<file path="config.mk">
export PLATFORM = sky130hd
export DESIGN_NAME = adc_read_ctrl
export DESIGN_NICKNAME = d
export VERILOG_FILES = /design/src/rtl/adc_rd_pkg.sv /design/src/rtl/adc_rd_pacer.sv /design/src/rtl/adc_rd_sclk.sv /design/src/rtl/adc_rd_shift.sv /design/src/rtl/adc_read_ctrl.sv
export SDC_FILE = /design/constraint.sdc
export NUM_CORES = 1
export LEC_CHECK = 0
export BUFFER_PORTS_ARGS = -buffer_cell sky130_fd_sc_hd__buf_2
export CORE_ASPECT_RATIO = 1.4
export CORE_MARGIN = 1
export CORE_UTILIZATION = 30
export CTS_BUF_LIST = sky130_fd_sc_hd__clkbuf_16
export DETAILED_ROUTE_END_ITERATION = 7
export SYNTH_ARGS = -nofsm -noshare
export SYNTH_HDL_FRONTEND = slang
export SYNTH_SLANG_ARGS = --single-unit
</file>
<file path="constraint.sdc">
create_clock -name clk -period 7 [get_ports clk]
set_input_delay 1.4 -clock clk [delete_from_list [all_inputs] [get_ports clk]]
set_output_delay 1.4 -clock clk [all_outputs]
set_load 0.05 [all_outputs]
</file>
<file path="src/rtl/adc_rd_pkg.sv">
package adc_rd_pkg;

    typedef enum logic [1:0] {
        ST_IDLE = 2'd0,
        ST_CONV = 2'd1,
        ST_READ = 2'd2
    } rd_state_e;

    function automatic int max3(input int a, input int b, input int c);
        int m;
        m = (a > b) ? a : b;
        return (m > c) ? m : c;
    endfunction

endpackage

</file>
<file path="src/rtl/adc_rd_pacer.sv">
module adc_rd_pacer #(
    parameter int PERIOD = 334
) (
    input  logic clk,
    input  logic rst_n,
    input  logic idle_i,
    input  logic free_run_i,
    input  logic trigger_i,
    output logic start_o
);
    localparam int TW = $clog2(PERIOD + 1);

    typedef struct packed {
        logic [TW-1:0] timer;
        logic          pend;
    } pacer_t;

    pacer_t pc_d, pc_q;

    always_comb begin
        start_o = idle_i && (pc_q.timer == '0) && (pc_q.pend || trigger_i || free_run_i);
        pc_d = pc_q;
        if (start_o) begin
            pc_d.timer = TW'(PERIOD - 1);
            pc_d.pend  = 1'b0;
        end else begin
            if (pc_q.timer != '0) pc_d.timer = pc_q.timer - 1'b1;
            pc_d.pend = pc_q.pend | trigger_i;
        end
    end

    always_ff @(posedge clk) begin
        if (!rst_n) pc_q <= '0;
        else        pc_q <= pc_d;
    end

    // a held request survives until a cycle is actually started
    a_r9_hold_request: assert property (@(posedge clk) disable iff (!rst_n)
        (pc_q.pend && !start_o) |=> pc_q.pend);
    // serving a held request consumes it
    a_r9_request_served: assert property (@(posedge clk) disable iff (!rst_n)
        (start_o && !trigger_i) |=> !pc_q.pend);

endmodule

</file>
<file path="src/rtl/adc_rd_sclk.sv">
module adc_rd_sclk #(
    parameter int HALF = 2
) (
    input  logic clk,
    input  logic rst_n,
    input  logic run_i,
    output logic sclk_o,
    output logic rise_o,
    output logic fall_o
);
    localparam int CW = (HALF > 1) ? $clog2(HALF) : 1;

    typedef struct packed {
        logic [CW-1:0] cnt;
        logic          sclk;
    } sck_t;

    sck_t sk_d, sk_q;
    logic edge_now;

    always_comb begin
        edge_now = run_i && (sk_q.cnt == CW'(HALF - 1));
        rise_o   = edge_now && !sk_q.sclk;
        fall_o   = edge_now && sk_q.sclk;
        sk_d     = sk_q;
        if (!run_i) begin
            sk_d.cnt  = '0;
            sk_d.sclk = 1'b0;
        end else if (edge_now) begin
            sk_d.cnt  = '0;
            sk_d.sclk = !sk_q.sclk;
        end else begin
            sk_d.cnt = sk_q.cnt + 1'b1;
        end
    end

    always_ff @(posedge clk) begin
        if (!rst_n) sk_q <= '0;
        else        sk_q <= sk_d;
    end

    assign sclk_o = sk_q.sclk;

    // the serial clock rests low whenever no read is running
    a_r3_idle_low: assert property (@(posedge clk) disable iff (!rst_n)
        !run_i |=> !sk_q.sclk);

endmodule

</file>
<file path="src/rtl/adc_rd_shift.sv">
module adc_rd_shift #(
    parameter int W = 16
) (
    input  logic         clk,
    input  logic         rst_n,
    input  logic         clear_i,
    input  logic         shift_i,
    input  logic         din_i,
    output logic [W-1:0] word_o
);
    logic [W-1:0] sh_d, sh_q;

    always_comb begin
        sh_d = sh_q;
        if (clear_i)      sh_d = '0;
        else if (shift_i) sh_d = {sh_q[W-2:0], din_i};
    end

    always_ff @(posedge clk) begin
        if (!rst_n) sh_q <= '0;
        else        sh_q <= sh_d;
    end

    assign word_o = sh_q;

    // each capture moves the previous bits one place toward the MSB
    a_r4_shift_msb_first: assert property (@(posedge clk) disable iff (!rst_n)
        (shift_i && !clear_i) |=> (sh_q[W-1:1] == $past(sh_q[W-2:0])));

endmodule

</file>
<file path="src/rtl/adc_read_ctrl.sv">
module adc_read_ctrl
    import adc_rd_pkg::*;
#(
    parameter int SYS_HZ       = 50_000_000,
    parameter int MAX_SPS      = 150_000,
    parameter int CYCLE_PERIOD = 400,
    parameter int CONV_WAIT    = 200,
    parameter int SCLK_HALF    = 2,
    parameter int DATA_W       = 16
) (
    input  logic              clk,
    input  logic              rst_n,
    input  logic              free_run_i,
    input  logic              trigger_i,
    input  logic              sdo_i,
    output logic              conv_o,
    output logic              sclk_o,
    output logic [DATA_W-1:0] data_o,
    output logic              valid_o,
    output logic              busy_o
);
    localparam int MIN_GAP = (SYS_HZ + MAX_SPS - 1) / MAX_SPS;
    localparam int FRAME   = CONV_WAIT + 2 * DATA_W * SCLK_HALF + 1;
    localparam int EFF     = max3(CYCLE_PERIOD, MIN_GAP, FRAME);
    localparam int CW      = (CONV_WAIT > 1) ? $clog2(CONV_WAIT) : 1;
    localparam int BW      = $clog2(DATA_W + 1);
    localparam int GW      = $clog2(EFF + 1);

    typedef struct packed {
        rd_state_e         state;
        logic [CW-1:0]     cnt;
        logic [BW-1:0]     bits;
        logic [DATA_W-1:0] data;
        logic              valid;
    } ctl_t;

    ctl_t ct_d, ct_q;
    logic start, sck_rise, sck_fall, sck_level;
    logic [DATA_W-1:0] word;

    adc_rd_pacer #(.PERIOD(EFF)) i_pacer (
        .clk        (clk),
        .rst_n      (rst_n),
        .idle_i     (ct_q.state == ST_IDLE),
        .free_run_i (free_run_i),
        .trigger_i  (trigger_i),
        .start_o    (start)
    );

    adc_rd_sclk #(.HALF(SCLK_HALF)) i_sclk (
        .clk    (clk),
        .rst_n  (rst_n),
        .run_i  (ct_q.state == ST_READ),
        .sclk_o (sck_level),
        .rise_o (sck_rise),
        .fall_o (sck_fall)
    );

    adc_rd_shift #(.W(DATA_W)) i_shift (
        .clk     (clk),
        .rst_n   (rst_n),
        .clear_i (start),
        .shift_i (sck_rise),
        .din_i   (sdo_i),
        .word_o  (word)
    );

    always_comb begin
        ct_d       = ct_q;
        ct_d.valid = 1'b0;
        unique case (ct_q.state)
            ST_IDLE: begin
                if (start) begin
                    ct_d.state = ST_CONV;
                    ct_d.cnt   = '0;
                    ct_d.bits  = '0;
                end
            end
            ST_CONV: begin
                if (ct_q.cnt == CW'(CONV_WAIT - 1)) begin
                    ct_d.state = ST_READ;
                    ct_d.cnt   = '0;
                end else begin
                    ct_d.cnt = ct_q.cnt + 1'b1;
                end
            end
            ST_READ: begin
                if (sck_rise) ct_d.bits = ct_q.bits + 1'b1;
                if (sck_fall && ct_q.bits == BW'(DATA_W)) begin
                    ct_d.state = ST_IDLE;
                    ct_d.valid = 1'b1;
                    ct_d.data  = word;
                end
            end
            default: ct_d.state = ST_IDLE;
        endcase
    end

    always_ff @(posedge clk) begin
        if (!rst_n) begin
            ct_q       <= '0;
            ct_q.state <= ST_IDLE;
        end else begin
            ct_q <= ct_d;
        end
    end

    assign conv_o  = (ct_q.state == ST_CONV);
    assign busy_o  = (ct_q.state != ST_IDLE);
    assign sclk_o  = sck_level;
    assign data_o  = ct_q.data;
    assign valid_o = ct_q.valid;

    // Checker state: clocks since the last observed conversion start
    logic          conv_prev_q;
    logic [GW-1:0] since_q;

    always_ff @(posedge clk) begin
        if (!rst_n) begin
            conv_prev_q <= 1'b0;
            since_q     <= GW'(EFF);
        end else begin
            conv_prev_q <= conv_o;
            if (conv_o && !conv_prev_q)  since_q <= GW'(1);
            else if (since_q < GW'(EFF)) since_q <= since_q + 1'b1;
        end
    end

    // starts never come closer than the effective spacing
    a_r8_spacing: assert property (@(posedge clk) disable iff (!rst_n)
        (conv_o && !conv_prev_q) |-> (since_q >= GW'(EFF)));
    // no serial clock while conversion control is high
    a_r2_quiet_clock: assert property (@(posedge clk) disable iff (!rst_n)
        conv_o |-> !sclk_o);
    // busy covers the conversion phase
    a_r7_busy_in_conv: assert property (@(posedge clk) disable iff (!rst_n)
        conv_o |-> busy_o);
    // the strobe coincides with the end of busy
    a_r7_busy_ends: assert property (@(posedge clk) disable iff (!rst_n)
        valid_o |-> (!busy_o && $past(busy_o)));
    // strobe lasts one clock
    a_r6_single_strobe: assert property (@(posedge clk) disable iff (!rst_n)
        valid_o |=> !valid_o);
    // never more rising serial clocks than word bits
    a_r5_bit_limit: assert property (@(posedge clk) disable iff (!rst_n)
        ct_q.bits <= BW'(DATA_W));
    // the word only changes together with the strobe
    a_r6_word_holds: assert property (@(posedge clk) disable iff (!rst_n)
        !valid_o |=> (valid_o || $stable(data_o)));

endmodule

</file>
=== After elaboration in Yosys (flattened, before gate mapping) ===
Index checks and enable logic that the tools add are counted.

* Multiplexer cells: 11
* Eq/ne operators: 8
* Reduce and logical (&&, ||, !) cells: 23
* Bitwise operators: 3
* Add/sub/neg operators: 4

{| class="wikitable"
|+ Operators with widths
! operator !! count
|-
| 8-bit one-hot mux with 2 select lines || 1
|-
| 15-bit two-way mux || 1
|-
| 10-bit two-way mux || 1
|-
| 5-bit one-hot mux with 2 select lines || 1
|-
| 9-bit logical NOT || 1
|-
| 9-bit two-way mux || 1
|-
| 9-bit nonzero test || 1
|-
| 9-bit by 1-bit subtractor with 9-bit output, second input constant || 1
|-
| 8-bit by 1-bit adder with 8-bit output, second input constant || 1
|-
| 8-bit == test, second input constant || 1
|-
| 8-bit two-way mux || 1
|-
| 2-bit nonzero test || 4
|-
| 1-bit logical AND || 6
|-
| 2-bit != test, second input constant || 3
|-
| 2-bit one-hot mux with 3 select lines || 1
|-
| 2-bit AND reduction || 3
|-
| 3-bit AND reduction || 2
|-
| 5-bit by 1-bit adder with 5-bit output, second input constant || 1
|-
| 5-bit == test, second input constant || 1
|-
| 5-bit two-way mux || 1
|-
| 2-bit two-way mux || 2
|-
| 3-bit OR reduction || 1
|-
| 2-bit by 1-bit == test with 1-bit output, second input constant || 1
|-
| 2-bit == test, second input constant || 1
|-
| 9 further kinds || 11
|}

* Word-level logic and storage cells: 60
* Output and inout port bits: 20
* Bits of input ports: 5
* Register bits after elaboration: 60

=== Depth between registers and ports, before layout ===
* Depth after elaboration: 6
* Mapped depth: 8
* Gate-level depth less buffers: 6

=== Hierarchy ===
From an unflattened synthesis, not the netlist that was laid out.

* Cell total of the unflattened synthesis: 289
* Area, all modules: 2,758.9 um^2

{| class="wikitable"
|+ Modules (own cells, without submodules)
! module !! sequential area each (um^2) !! area each (um^2) !! instances !! cells an instance
|-
| adc_read_ctrl || 640.6 || 1,541.5 || 1 || 168
|-
| adc_rd_shift || 320.3 || 594.3 || 1 || 53
|-
| adc_rd_pacer || 200.2 || 548.0 || 1 || 59
|-
| adc_rd_sclk || 40.0 || 75.1 || 1 || 9
|}

=== Worst setup path before layout ===
OpenSTA, ideal clock, no wires.

* Kind: register to output
* Start: register ct_q[30] (netlist name)
* End: output conv_o
* Data required time: 5.600 ns
* Path slack: 4.384 ns
* Arrival: 1.216 ns
* Cell stages (with the launch flop): 2
* Path through: dfxtp_1 > nor2b_1

* Cells in the longest elaborated chain, start to end: 1

{| class="wikitable"
|+ RTL lines
! element !! RTL line !! text
|-
| start, declared || adc_read_ctrl.sv:37 || <nowiki>ctl_t ct_d, ct_q;</nowiki>
|-
| start signal, assigned || adc_read_ctrl.sv:104 || <nowiki>ct_q <= ct_d;</nowiki>
|-
| 2-bit by 1-bit == test with 1-bit output || adc_read_ctrl.sv:108 || <nowiki>assign conv_o = (ct_q.state == ST_CONV);</nowiki>
|-
| end, declared || adc_read_ctrl.sv:16 || <nowiki>output logic conv_o,</nowiki>
|}

Every way passes these cells.

==> flow_summary.toml <==
[setup_path]
r2r_slack_ps = 4440
slowest_delay_ps = 650
worst_setup_path_start_kind = "input port"
critPathCapture = "ct_q[21]"
arrival_ps = 3110
worstSetupStartpoint = "rst_n"
regToRegEndpoint = "ct_q[21]"
worstReg2RegStart = "i_pacer.pc_q[1]"
path_max_fanout = 26
crit_required_ps = 7260
worst_r2r_path_depth = 6
path_cells = "buf_2 -> clkinv_1 -> nor3b_1 -> a32o_1 -> a22o_1"
crit_slowest_cell = "clkinv_1"
critical_path_class = "input port to flop"
end_kind = "flop"

[die]
pin_count = 25
die-area_um2 = 8980
start_util = 0.3129
fp.dieW_um = 80.38
die_h_um = 111.7
core_area_um2 = 8247
rows = 39

[global_route]
grt_pass1_wl_mm = 8.542
grt_max_degree = 27
antenna_found_initial = 0
grt_use_total = 0.1224
grt_pass1_vias = 1868
grt_overflow = 0

[routing]
dr.first_iter.drc_count = 100
first_pass_iters = 4
detail_route.vias_per_cell = 4.812
drt_wl_total_mm = 4.849
drcViolationCount = 0
antenna_left = 0
avgRoutedWirePerCell_um = 11.83
via_count = 1973

[place]
routabilityCongestion = 0.7757
port_buffers = 24
hpwl_mm = 3.297
placed_cells = 394
dp_slack_ps = 3803

[synth]
synth_seq_cells = 60
synth_compound_area_frac = 0.1300
yosysWarnings = 0
synthAdderAreaFrac = 0.02425
synth-main-ff-cell = "dfxtp_1"
syn_area_um2 = 2580
synth_top_family_by_area = "simple AND/OR/NAND/NOR gates"
ys_async_sr_fraction = 0
synth-xor-area-share = 0.01697
synth_edf_count = 0
synth_simple_gate_area_share = 0.2081
synth_fp_nets = 306
synth_mux_area_frac = 0.07468
ys_types = 42
syn_area_per_cell_um2 = 8.716
synth_seq_area_share = 0.4656
syn_inst = 296

[cts]
postCtsResizedCells = 0
cts.sinks = 60
clk_pin_slew_ps = 50
cts_hold_buffers = 0
cts_made_buffers = 9
worstSkewPairLatency_ps = 320
postCtsSetupRepairBufs = 0
cts_tree = "done"
cts_max_path_buffers = 2
cts.htree.levels = 3
cts_root_buf = "clkbuf_16"

[job]
maxCapViolCount = 0

[layout]
final_common_cell = "dfxtp_1"
final_cell_mix = "dfxtp_1 (60), nand2_1 (48), nor2_1 (31)"
antenna_cells = 0
drive_gt1_frac = 0.1558
final_cells = 410
nNetsFinal = 313
area_growth_pct = 14.31

[power]
ir_worst_vdd_mv = 0.1517
p_per_area_nw_per_um2 = 340.9
power.leakage_nw = 1.262

[sta]
finalSetupTns_ps = 0
fin_skew_ps = 4.671
rsz0062_at_grt = "false"
worst_slack_ps = 4152
maxSlewHeadroom = 0.3056
drv_slew = 0
setup_violations = 0
fmax_ghz = 0.3511
fin_crit_ps = 2848
finalHoldViolCount = 0
min_period_over_period = 0.4068
whs_ps = 457.2
tightest_slew_ps = 1038

[hold_path]
worstHoldPathType = "flop to flop"

[status]
status = "finished clean"
==> sequential cells by signal (all words and copies together) (netlist names) <==
| signal | flops |
|---|---|
| ct_q | 15 |
| data_o | 16 |
| i_pacer.pc_q | 10 |
| i_sclk.sclk_o | 1 |
| i_sclk.sk_q | 1 |
| i_shift.word_o | 16 |
| valid_o | 1 |
==> critical path: cells and delay by family <==
kind	cells	cell delay (ps)
AND/OR/NAND/NOR	1	530
AO/OA/AOI/OAI	2	330
buffers and inverters	2	840
==> final cells by class <==
cell class / instances / area (um^2)
fillers: 835 / 5298
flip-flops and latches: 60 / 1201
multi-input cells: 199 / 1179
clock buffers: 9 / 225.2
repair buffers: 25 / 127.6
well taps: 102 / 127.6
clock inverters: 7 / 58.81
inverters: 8 / 30.03
==> through the flow <==
step / cell area [um^2] / power, mW / utilization
CTS: 2949 / 1.013 / 0.3576
detailed placement: 2665 / 0.5960 / 0.3232
floorplan: 2580 / 0.5571 / -
global placement: 2665 / 0.5918 / 0.3232
global route: 2949 / 1.060 / 0.3576
finish: 2949 / 1.005 / 0.3576
==> cells by family (layout without fill, tap and decap cells) <==
logic type | after synthesis | count (layout)
adder cells (fa/ha/maj) | 5 | 5
flip-flops | 60 | 60
multiplexers | 19 | 19
AO/OA/AOI/OAI | 53 | 53
buffers and inverters | 37 | 49
XOR/XNOR | 5 | 5
AND/OR/NAND/NOR | 117 | 117
==> per-layer routing <==
layer  global-route usage  wire (um)  vias up
li1                     -          -     1021
met1               0.1429       2127      902
met2               0.1949       2413       44
met3              0.03115        207        6
met4              0.07857        101        0
met5                    0          0        -
==> power breakdown <==
part | leakage (nW) | internal, mW | total [mW] | switching [mW]
Combinational | 0.635 | 0.0764 | 0.199 | 0.122
Clock | 0.141 | 0.270 | 0.415 | 0.145
Sequential | 0.486 | 0.366 | 0.392 | 0.0255
==> worst min-delay path by stage <==
stage                             from                  to  slack (ps)  depth (start not counted)
floorplan               i_sclk.sk_q[1]      i_sclk.sk_q[1]         430                          1
global placement        i_sclk.sk_q[1]      i_sclk.sk_q[1]         440                          1
global route            i_sclk.sk_q[1]      i_sclk.sk_q[1]         480                          1
detailed placement  i_shift.word_o[15]  i_shift.word_o[15]         450                          2
CTS                 i_shift.word_o[15]  i_shift.word_o[15]         460                          2
finish              i_shift.word_o[15]  i_shift.word_o[15]         460                          2
==> Yosys cell counts (all sizes together), types with 4 or more instances <==
cell type   n  area [um^2]
a21oi      26        130.1
a22o        5        43.79
buf        18        136.4
clkbuf     11        41.29
dfxtp      60         1201
ha          5        62.56
inv         7        26.28
mux2i      17        170.2
nand2      48        180.2
nand3       5        25.02
nor2       31        116.4
nor3       10        50.05
o21ai       4        20.02
or2         4        25.02
or3         4        25.02
No activity file was read; power rests on OpenSTA's default activity.
